===== src/rtl/agc_pkg.sv =====
// Shared sizing for the log-domain gain loop.
// Assumes FRAC_W >= LUT_BITS and PWR_W - 1 >= FRAC_W.
package agc_pkg;
    parameter int IN_W     = 16;  // sample width
    parameter int PWR_W    = 32;  // averaged power width
    parameter int FRAC_W   = 8;   // fraction bits of all log values and coefficients
    parameter int GINT_W   = 4;   // integer bits of the log gain (signed)
    parameter int K_W      = 12;  // loop gain width
    parameter int P_W      = 8;   // loop pole width (pure fraction)
    parameter int OUTW_W   = 5;   // width of the output-width field
    parameter int D_W      = 32;  // loop filter step register width
    parameter int LUT_BITS = 4;   // fraction bits resolved by the 2^x table
    parameter int LANES    = 2;   // I and Q

    localparam int IDX_W  = $clog2(PWR_W);
    localparam int LOG_W  = IDX_W + FRAC_W;
    localparam int G_W    = GINT_W + FRAC_W;
    localparam int ERR_W  = LOG_W + 1;
    localparam int MANT_W = FRAC_W + 1;
    localparam int PRE_W  = IN_W + MANT_W + 1;
    localparam int SH_W   = $clog2(FRAC_W + (1 << (GINT_W - 1)) + 1);
    localparam int ACC_W  = D_W + K_W + 2;
endpackage


===== src/rtl/agc_log2.sv =====
// Piecewise-linear log2 of an unsigned power value.
// Integer part = index of the leading one; fraction = the FRAC_W bits after it.
// Purely combinational; zero input yields zero.
module agc_log2
    import agc_pkg::*;
(
    input  logic [PWR_W-1:0] pwr,
    output logic [LOG_W-1:0] logv
);
    logic [IDX_W-1:0]  msb;
    logic [PWR_W-1:0]  norm;
    logic [FRAC_W-1:0] frac;

    // Leading-one search, then normalise so the leading one sits at the top.
    always_comb begin
        msb = '0;
        for (int b = 0; b < PWR_W; b++) begin
            if (pwr[b]) msb = IDX_W'(b);
        end
        norm = pwr << (IDX_W'(PWR_W - 1) - msb);
        frac = FRAC_W'(norm >> (PWR_W - 1 - FRAC_W));
        logv = (pwr == '0) ? '0 : {msb, frac};
    end
endmodule


===== src/rtl/agc_loop_filter.sv =====
// Error forming and two-pole loop filter in the log domain.
// y[n] = y[n-1] + d[n], d[n] = (P*d[n-1] + K*e[n-1]) >>> FRAC_W, with
// e = request - log/2. State moves only on a strobe; bypass pins y to the
// fixed gain and clears d and e. Assumes d stays inside D_W bits.
module agc_loop_filter
    import agc_pkg::*;
(
    input  logic                    clk,
    input  logic                    rst_n,
    input  logic                    bypass,
    input  logic signed [G_W-1:0]   fix_gain,
    input  logic [LOG_W-1:0]        req,
    input  logic [K_W-1:0]          k,
    input  logic [P_W-1:0]          p,
    input  logic                    stb,
    input  logic [LOG_W-1:0]        logv,
    output logic signed [G_W-1:0]   gain
);
    localparam logic signed [D_W:0] Y_HI = (D_W+1)'((64'sd1 <<< (G_W - 1)) - 64'sd1);
    localparam logic signed [D_W:0] Y_LO = -Y_HI - (D_W+1)'(1);

    logic [LOG_W-1:0]          rms;
    logic signed [ERR_W-1:0]   err;
    logic signed [ERR_W-1:0]   e_q;
    logic signed [D_W-1:0]     d_q, d_nx;
    logic signed [ACC_W-1:0]   p_ext, d_ext, k_ext, e_ext, acc;
    logic signed [D_W:0]       y_sum;
    logic signed [G_W-1:0]     y_nx;

    // Error: request minus rms, the rms being half the log power.
    always_comb begin
        rms = logv >> 1;
        err = $signed({1'b0, req}) - $signed({1'b0, rms});
    end

    // Second-order recursion and saturation of the new gain.
    always_comb begin
        p_ext = ACC_W'($signed({1'b0, p}));
        k_ext = ACC_W'($signed({1'b0, k}));
        d_ext = ACC_W'(d_q);
        e_ext = ACC_W'(e_q);
        acc   = p_ext * d_ext + k_ext * e_ext;
        d_nx  = D_W'(acc >>> FRAC_W);
        y_sum = (D_W+1)'(gain) + (D_W+1)'(d_nx);
        if (y_sum > Y_HI)      y_nx = G_W'(Y_HI);
        else if (y_sum < Y_LO) y_nx = G_W'(Y_LO);
        else                   y_nx = G_W'(y_sum);
    end

    // Filter state registers.
    always_ff @(posedge clk) begin
        if (!rst_n) begin
            gain <= '0;
            d_q  <= '0;
            e_q  <= '0;
        end else if (bypass) begin
            gain <= fix_gain;
            d_q  <= '0;
            e_q  <= '0;
        end else if (stb) begin
            gain <= y_nx;
            d_q  <= d_nx;
            e_q  <= err;
        end
    end
endmodule


===== src/rtl/agc_exp2.sv =====
// Log-to-linear conversion: 2^gain = mant/2^FRAC_W * 2^g_int.
// The caller applies it as (x*mant) >>> (FRAC_W - g_int). The mantissa table
// covers 2^LUT_BITS steps of the fraction (16 entries with the defaults).
module agc_exp2
    import agc_pkg::*;
(
    input  logic signed [G_W-1:0] gain,
    output logic [MANT_W-1:0]     mant,
    output logic [SH_W-1:0]       shamt
);
    logic signed [GINT_W-1:0] g_int;
    logic [LUT_BITS-1:0]      idx;

    // Split gain into integer shift and table index.
    always_comb begin
        g_int = GINT_W'(gain >>> FRAC_W);
        idx   = LUT_BITS'(gain >> (FRAC_W - LUT_BITS));
        shamt = SH_W'(FRAC_W) - SH_W'(g_int);
    end

    // Mantissa table: round(256 * 2^(idx/16)).
    always_comb begin
        case (idx)
            4'd0:    mant = MANT_W'(256);
            4'd1:    mant = MANT_W'(267);
            4'd2:    mant = MANT_W'(279);
            4'd3:    mant = MANT_W'(292);
            4'd4:    mant = MANT_W'(304);
            4'd5:    mant = MANT_W'(318);
            4'd6:    mant = MANT_W'(332);
            4'd7:    mant = MANT_W'(347);
            4'd8:    mant = MANT_W'(362);
            4'd9:    mant = MANT_W'(378);
            4'd10:   mant = MANT_W'(395);
            4'd11:   mant = MANT_W'(412);
            4'd12:   mant = MANT_W'(431);
            4'd13:   mant = MANT_W'(450);
            4'd14:   mant = MANT_W'(470);
            default: mant = MANT_W'(490);
        endcase
    end
endmodule


===== src/rtl/agc_scaler.sv =====
// One lane: multiply by the linear gain, saturate symmetrically to +-lim,
// and form the measurement (pre-clip value, or the residue cut by clipping).
// Combinational; lim is assumed positive and below 2^(IN_W-1).
module agc_scaler
    import agc_pkg::*;
(
    input  logic signed [IN_W-1:0]  x,
    input  logic [MANT_W-1:0]       mant,
    input  logic [SH_W-1:0]         shamt,
    input  logic signed [PRE_W-1:0] lim,
    input  logic                    mode,
    output logic signed [IN_W-1:0]  post,
    output logic signed [PRE_W-1:0] meas
);
    logic signed [PRE_W-1:0] x_ext, m_ext, prod, pre, clipped;

    // Scale, saturate and select the measurement source.
    always_comb begin
        x_ext = PRE_W'(x);
        m_ext = PRE_W'($signed({1'b0, mant}));
        prod  = x_ext * m_ext;
        pre   = prod >>> shamt;
        if (pre > lim)       clipped = lim;
        else if (pre < -lim) clipped = -lim;
        else                 clipped = pre;
        post = IN_W'(clipped);
        meas = mode ? (pre - clipped) : pre;
    end
endmodule


===== src/rtl/agc_log_loop.sv =====
// Top of the log-domain complex gain loop. Power values arrive on a strobe
// from an external averager; samples are scaled with the gain held before
// the clock edge and registered once. Configuration is assumed quasi-static.
module agc_log_loop
    import agc_pkg::*;
(
    input  logic                    clk,
    input  logic                    rst_n,
    input  logic                    cfg_bypass,
    input  logic                    cfg_mode,
    input  logic signed [G_W-1:0]   cfg_fix_gain,
    input  logic [LOG_W-1:0]        cfg_req,
    input  logic [K_W-1:0]          cfg_k,
    input  logic [P_W-1:0]          cfg_p,
    input  logic [OUTW_W-1:0]       cfg_out_w,
    input  logic                    pwr_stb,
    input  logic [PWR_W-1:0]        pwr_val,
    input  logic                    in_valid,
    input  logic signed [IN_W-1:0]  in_i,
    input  logic signed [IN_W-1:0]  in_q,
    output logic                    out_valid,
    output logic signed [IN_W-1:0]  out_i,
    output logic signed [IN_W-1:0]  out_q,
    output logic signed [PRE_W-1:0] meas_i,
    output logic signed [PRE_W-1:0] meas_q,
    output logic signed [G_W-1:0]   gain_log
);
    logic [LOG_W-1:0]        logv;
    logic [MANT_W-1:0]       mant;
    logic [SH_W-1:0]         shamt;
    logic [OUTW_W-1:0]       eff_w;
    logic signed [PRE_W-1:0] lim;
    logic signed [IN_W-1:0]  lane_x    [LANES];
    logic signed [IN_W-1:0]  lane_post [LANES];
    logic signed [PRE_W-1:0] lane_meas [LANES];

    agc_log2 u_log (.pwr(pwr_val), .logv(logv));

    agc_loop_filter u_filt (
        .clk(clk), .rst_n(rst_n), .bypass(cfg_bypass), .fix_gain(cfg_fix_gain),
        .req(cfg_req), .k(cfg_k), .p(cfg_p), .stb(pwr_stb), .logv(logv),
        .gain(gain_log)
    );

    agc_exp2 u_exp (.gain(gain_log), .mant(mant), .shamt(shamt));

    // Force the output width into 2..IN_W and derive the saturation limit.
    always_comb begin
        if (cfg_out_w < OUTW_W'(2))          eff_w = OUTW_W'(2);
        else if (cfg_out_w > OUTW_W'(IN_W))  eff_w = OUTW_W'(IN_W);
        else                                 eff_w = cfg_out_w;
        lim = $signed((PRE_W'(1) << (eff_w - OUTW_W'(1))) - PRE_W'(1));
    end

    assign lane_x[0] = in_i;
    assign lane_x[1] = in_q;

    for (genvar l = 0; l < LANES; l++) begin : g_lane
        agc_scaler u_sc (
            .x(lane_x[l]), .mant(mant), .shamt(shamt), .lim(lim),
            .mode(cfg_mode), .post(lane_post[l]), .meas(lane_meas[l])
        );
    end

    // Output register stage.
    always_ff @(posedge clk) begin
        if (!rst_n) begin
            out_valid <= 1'b0;
            out_i     <= '0;
            out_q     <= '0;
            meas_i    <= '0;
            meas_q    <= '0;
        end else begin
            out_valid <= in_valid;
            if (in_valid) begin
                out_i  <= lane_post[0];
                out_q  <= lane_post[1];
                meas_i <= lane_meas[0];
                meas_q <= lane_meas[1];
            end
        end
    end
endmodule


===== config.mk =====
export PLATFORM = sky130hd
export DESIGN_NAME = agc_log_loop
export DESIGN_NICKNAME = d
export VERILOG_FILES = /design/src/rtl/agc_pkg.sv /design/src/rtl/agc_log2.sv /design/src/rtl/agc_loop_filter.sv /design/src/rtl/agc_exp2.sv /design/src/rtl/agc_scaler.sv /design/src/rtl/agc_log_loop.sv
export SDC_FILE = /design/constraint.sdc
export NUM_CORES = 2
export LEC_CHECK = 0
export BUFFER_PORTS_ARGS = -buffer_cell sky130_fd_sc_hd__buf_2
export CAP_MARGIN = 20
export CELL_PAD_IN_SITES_DETAIL_PLACEMENT = 1
export CELL_PAD_IN_SITES_GLOBAL_PLACEMENT = 2
export CORE_MARGIN = 5
export CORE_UTILIZATION = 41
export CTS_BUF_LIST = sky130_fd_sc_hd__clkbuf_2 sky130_fd_sc_hd__clkbuf_4 sky130_fd_sc_hd__clkbuf_8
export CTS_CLUSTER_DIAMETER = 30
export DETAILED_ROUTE_END_ITERATION = 8
export PLACE_DENSITY_LB_ADDON = 0.1
export SETUP_SLACK_MARGIN = 0.02
export SYNTH_ARGS = -nofsm -noshare
export SYNTH_HDL_FRONTEND = slang
export SYNTH_SLANG_ARGS = --single-unit

===== constraint.sdc =====
create_clock -name clk -period 17.3 [get_ports clk]
set_input_delay 1.73 -clock clk [delete_from_list [all_inputs] [get_ports clk]]
set_output_delay 1.73 -clock clk [all_outputs]
set_load 0.005 [all_outputs]

==> flow_metrics.tcl <==
set metrics [dict create \
    grt_pass1_wl_mm 247 \
    place.gp.congestion 0.888 \
    die_height_um 344 \
    vias_per_cell 5.62 \
    yosys_register_bits 151 \
    worstMarginPinSlew_ns 1.14 \
    reg2reg_to "meas_q[25]" \
    antenna_found_initial 15 \
    htree_levels 4 \
    track_usage 0.266 \
    clock_path_buffers 2 \
    cts_buffers 17 \
    synthSimpleGateAreaFrac 0.172 \
    start_util 0.414 \
    synth_compound_area_frac 0.157 \
    ys.flop_type "dfxtp_1" \
    fin_setup_tns_ns 0 \
    syn_inst 5444 \
    first_pass_iters 5 \
    critical_path.slowest_cell "a41oi_1" \
    post_cts_buffers 0 \
    numClockSinks 151 \
    post_cts_resized 0 \
    cp-start-kind "primary input" \
    grt_max_degree 81 \
    die_area_um2 119000 \
    endpoint_kind "register" \
    maxCapViolCount 0 \
    hold_violations 0 \
    r2r_slack_ns 3.13 \
    ctsHoldBuffers 0 \
    grt-ovfl-total 0 \
    slew-limit-headroom 0.235 \
    drt-total-wl_mm 155 \
    ios 217 \
    synthMuxAreaShare 0.0449 \
    synth_top_family_by_area "adder cells" \
    cp_data_required_time_ns 17.80 \
    status "finished, final reports clean" \
    critPathMaxFanout 20 \
    synth_cell_types 106 \
    worstSetupPathType "primary input to register" \
    clock.fmax_mhz 67.6 \
    dp_hpwl_mm 128 \
    clock_latency_ns 0.58 \
    synth_top_area_frac 0.320 \
    fin_nets 6796 \
    cts-root-buf "clkbuf_8" \
    clk_pin_slew_worst_paths_ns 0.11 \
    synthAdderAreaFrac 0.441 \
    num_vias 39400 \
    synth_xor_xnor_area_share 0.0317 \
    drt-wirelength-per-cell_um 22.1 \
    io_buffers 216 \
    ant_nets 0 \
    drtIter0Drc 2371 \
    timing.hold.ws_ns 0.502 \
    ys_seq_area_frac 0.0660 \
    critPathArrivalTime_ns 15.29 \
    fp.dieW_um 344 \
    crit_top_cell "fa_1" \
    fin_util 0.441 \
    cts_tree "built" \
    period_share 0.855 \
    rows 122 \
    fin_skew_ns 0.0293 \
    drive_gt1_frac 0.0816 \
    avgSynthCellArea_um2 8.42 \
    area_growth_pct 6.69 \
    hp-start "meas_i[9]" \
    finalSetupViolations 0 \
    postSynth.asyncResetShare 0 \
    yosysWarnings 0 \
    reg2reg_depth 49 \
    syn_area_um2 45800 \
    crit-reg2reg-launch "u_exp.mant[2]" \
    period_minus_slack_ns 14.79 \
    synth_area_leaders "fa_1, ha_1, dfxtp_1" \
    hp-class "register to register" \
    rsz0062_at_grt "no" \
    hold_depth 2 \
    drv_slew 0 \
    hold_end "meas_i[9]" \
    critPathMaxStageDelay_ns 0.76 \
    core-area_um2 111000 \
    synth_enable_flop_cells 0 \
    grt_pass1_vias 42200 \
    synth_top_area_cell "fa_1" \
    remaining_drc_errors 0 \
]
## logic make-up (layout without fill, tap and decap cells)
group / after synthesis / count (layout)
xor gates and xnor gates: 165 / 165
DFF: 151 / 151
AOI/OAI and AO/OA: 1079 / 1079
and+or+nand+nor: 1642 / 1642
other: 2 / 9
buffers and inverters: 1055 / 1122
adders and majority gates: 1176 / 1176
muxes: 174 / 174
## layer usage
metal / share of wire / up-vias / GRT usage
met4: 0.016 / 8 / 0.0480
met2: 0.46 / 728 / 0.432
met3: 0.049 / 122 / 0.0354
li1: - / 18100 / -
met5: 0.00038 / - / 0
met1: 0.48 / 20400 / 0.384
## layout make-up
| type | instances | area (um^2) |
|---|---|---|
| Antenna cell | 5 | 12.5 |
| Fill cell | 13400 | 61900 |
| Timing Repair Buffer | 285 | 1600 |
| Clock inverter | 15 | 209 |
| Multi-Input combinational cell | 4240 | 38900 |
| Sequential cell | 151 | 3030 |
| Inverter | 805 | 3020 |
| Tap cell | 1488 | 1860 |
| Clock buffer | 17 | 234 |
## synth_stat cells (20+ instances only)
cell type,number
o21ai_0,237
dfxtp_1,151
nand2_1,598
and2_1,352
nor2_1,292
mux2i_1,130
a21oi_1,270
fa_1,732
o31ai_1,24
mux4_2,23
nand3_1,71
nor4_1,23
clkbuf_1,214
a31oi_1,38
and3_1,28
ha_1,444
o211ai_1,30
a21o_1,85
mux2_2,20
buf_1,22
nand2b_1,42
inv_1,798
xor2_1,42
nor3_1,103
nor2b_1,38
a211oi_1,64
o21a_1,58
xnor2_1,122
nand4_1,29
## critical path, delay by kind of cell
family	cells	cell delay, ns
AOI/OAI and AO/OA	24	6.95
adders and majority gates	8	3.60
and+or+nand+nor	10	1.48
buffers and inverters	8	1.34
xor gates and xnor gates	1	0.13
## metrics by stage
| stage | std cells | setup slack (ns) | cell area, um^2 |
|---|---|---|---|
| 2_1_floorplan | 5446 | 4.48 | 45800 |
| 3_3_place_gp | 6969 | 2.21 | 48400 |
| 3_5_place_dp | 6969 | 2.12 | 48400 |
| 4_1_cts | 7001 | 2.70 | 48900 |
| 5_1_grt | 7003 | 1.63 | 48900 |
| 6_report | 7006 | 2.51 | 48900 |
## cells in the final DEF (no fill, tap or decap), types with 70 or more instances in the layout
cell | synthesis | final
buf_2 | 11 | 215
nand2_1 | 598 | 598
nand3_1 | 71 | 71
and2_1 | 352 | 352
buf_4 | 0 | 70
nor3_1 | 103 | 103
nor2_1 | 292 | 290
ha_1 | 444 | 443
a21oi_1 | 270 | 269
xnor2_1 | 122 | 120
a21o_1 | 85 | 85
inv_1 | 798 | 797
dfxtp_1 | 151 | 149
mux2i_1 | 130 | 130
o21ai_0 | 237 | 235
fa_1 | 732 | 731
## flip-flops by register name (all words and copies together) (netlist names)
| signal | flops |
|---|---|
| u_exp.mant | 8 |
| u_filt.gain | 12 |
| u_filt.e_q | 14 |
| meas_i | 26 |
| out_q | 16 |
| out_i | 16 |
| out_valid | 1 |
| meas_q | 26 |
| u_filt.d_q | 32 |
## worst max path at each step
stage              from         end  slack (ns)  cells after the start
4_1_cts        in_q[15]  meas_q[25]        2.70                     51
3_5_place_dp   in_q[15]  meas_q[25]        2.12                     51
2_1_floorplan  in_i[10]  meas_i[24]        4.48                     48
5_1_grt        in_q[15]  meas_q[25]        1.63                     52
3_3_place_gp   in_q[15]  meas_q[25]        2.21                     51
6_report       in_q[15]  meas_q[25]        2.51                     51
Power is left out: the tool's default activity adds up to more than one toggle a clock period on the data nets, which glitch-free logic cannot reach.
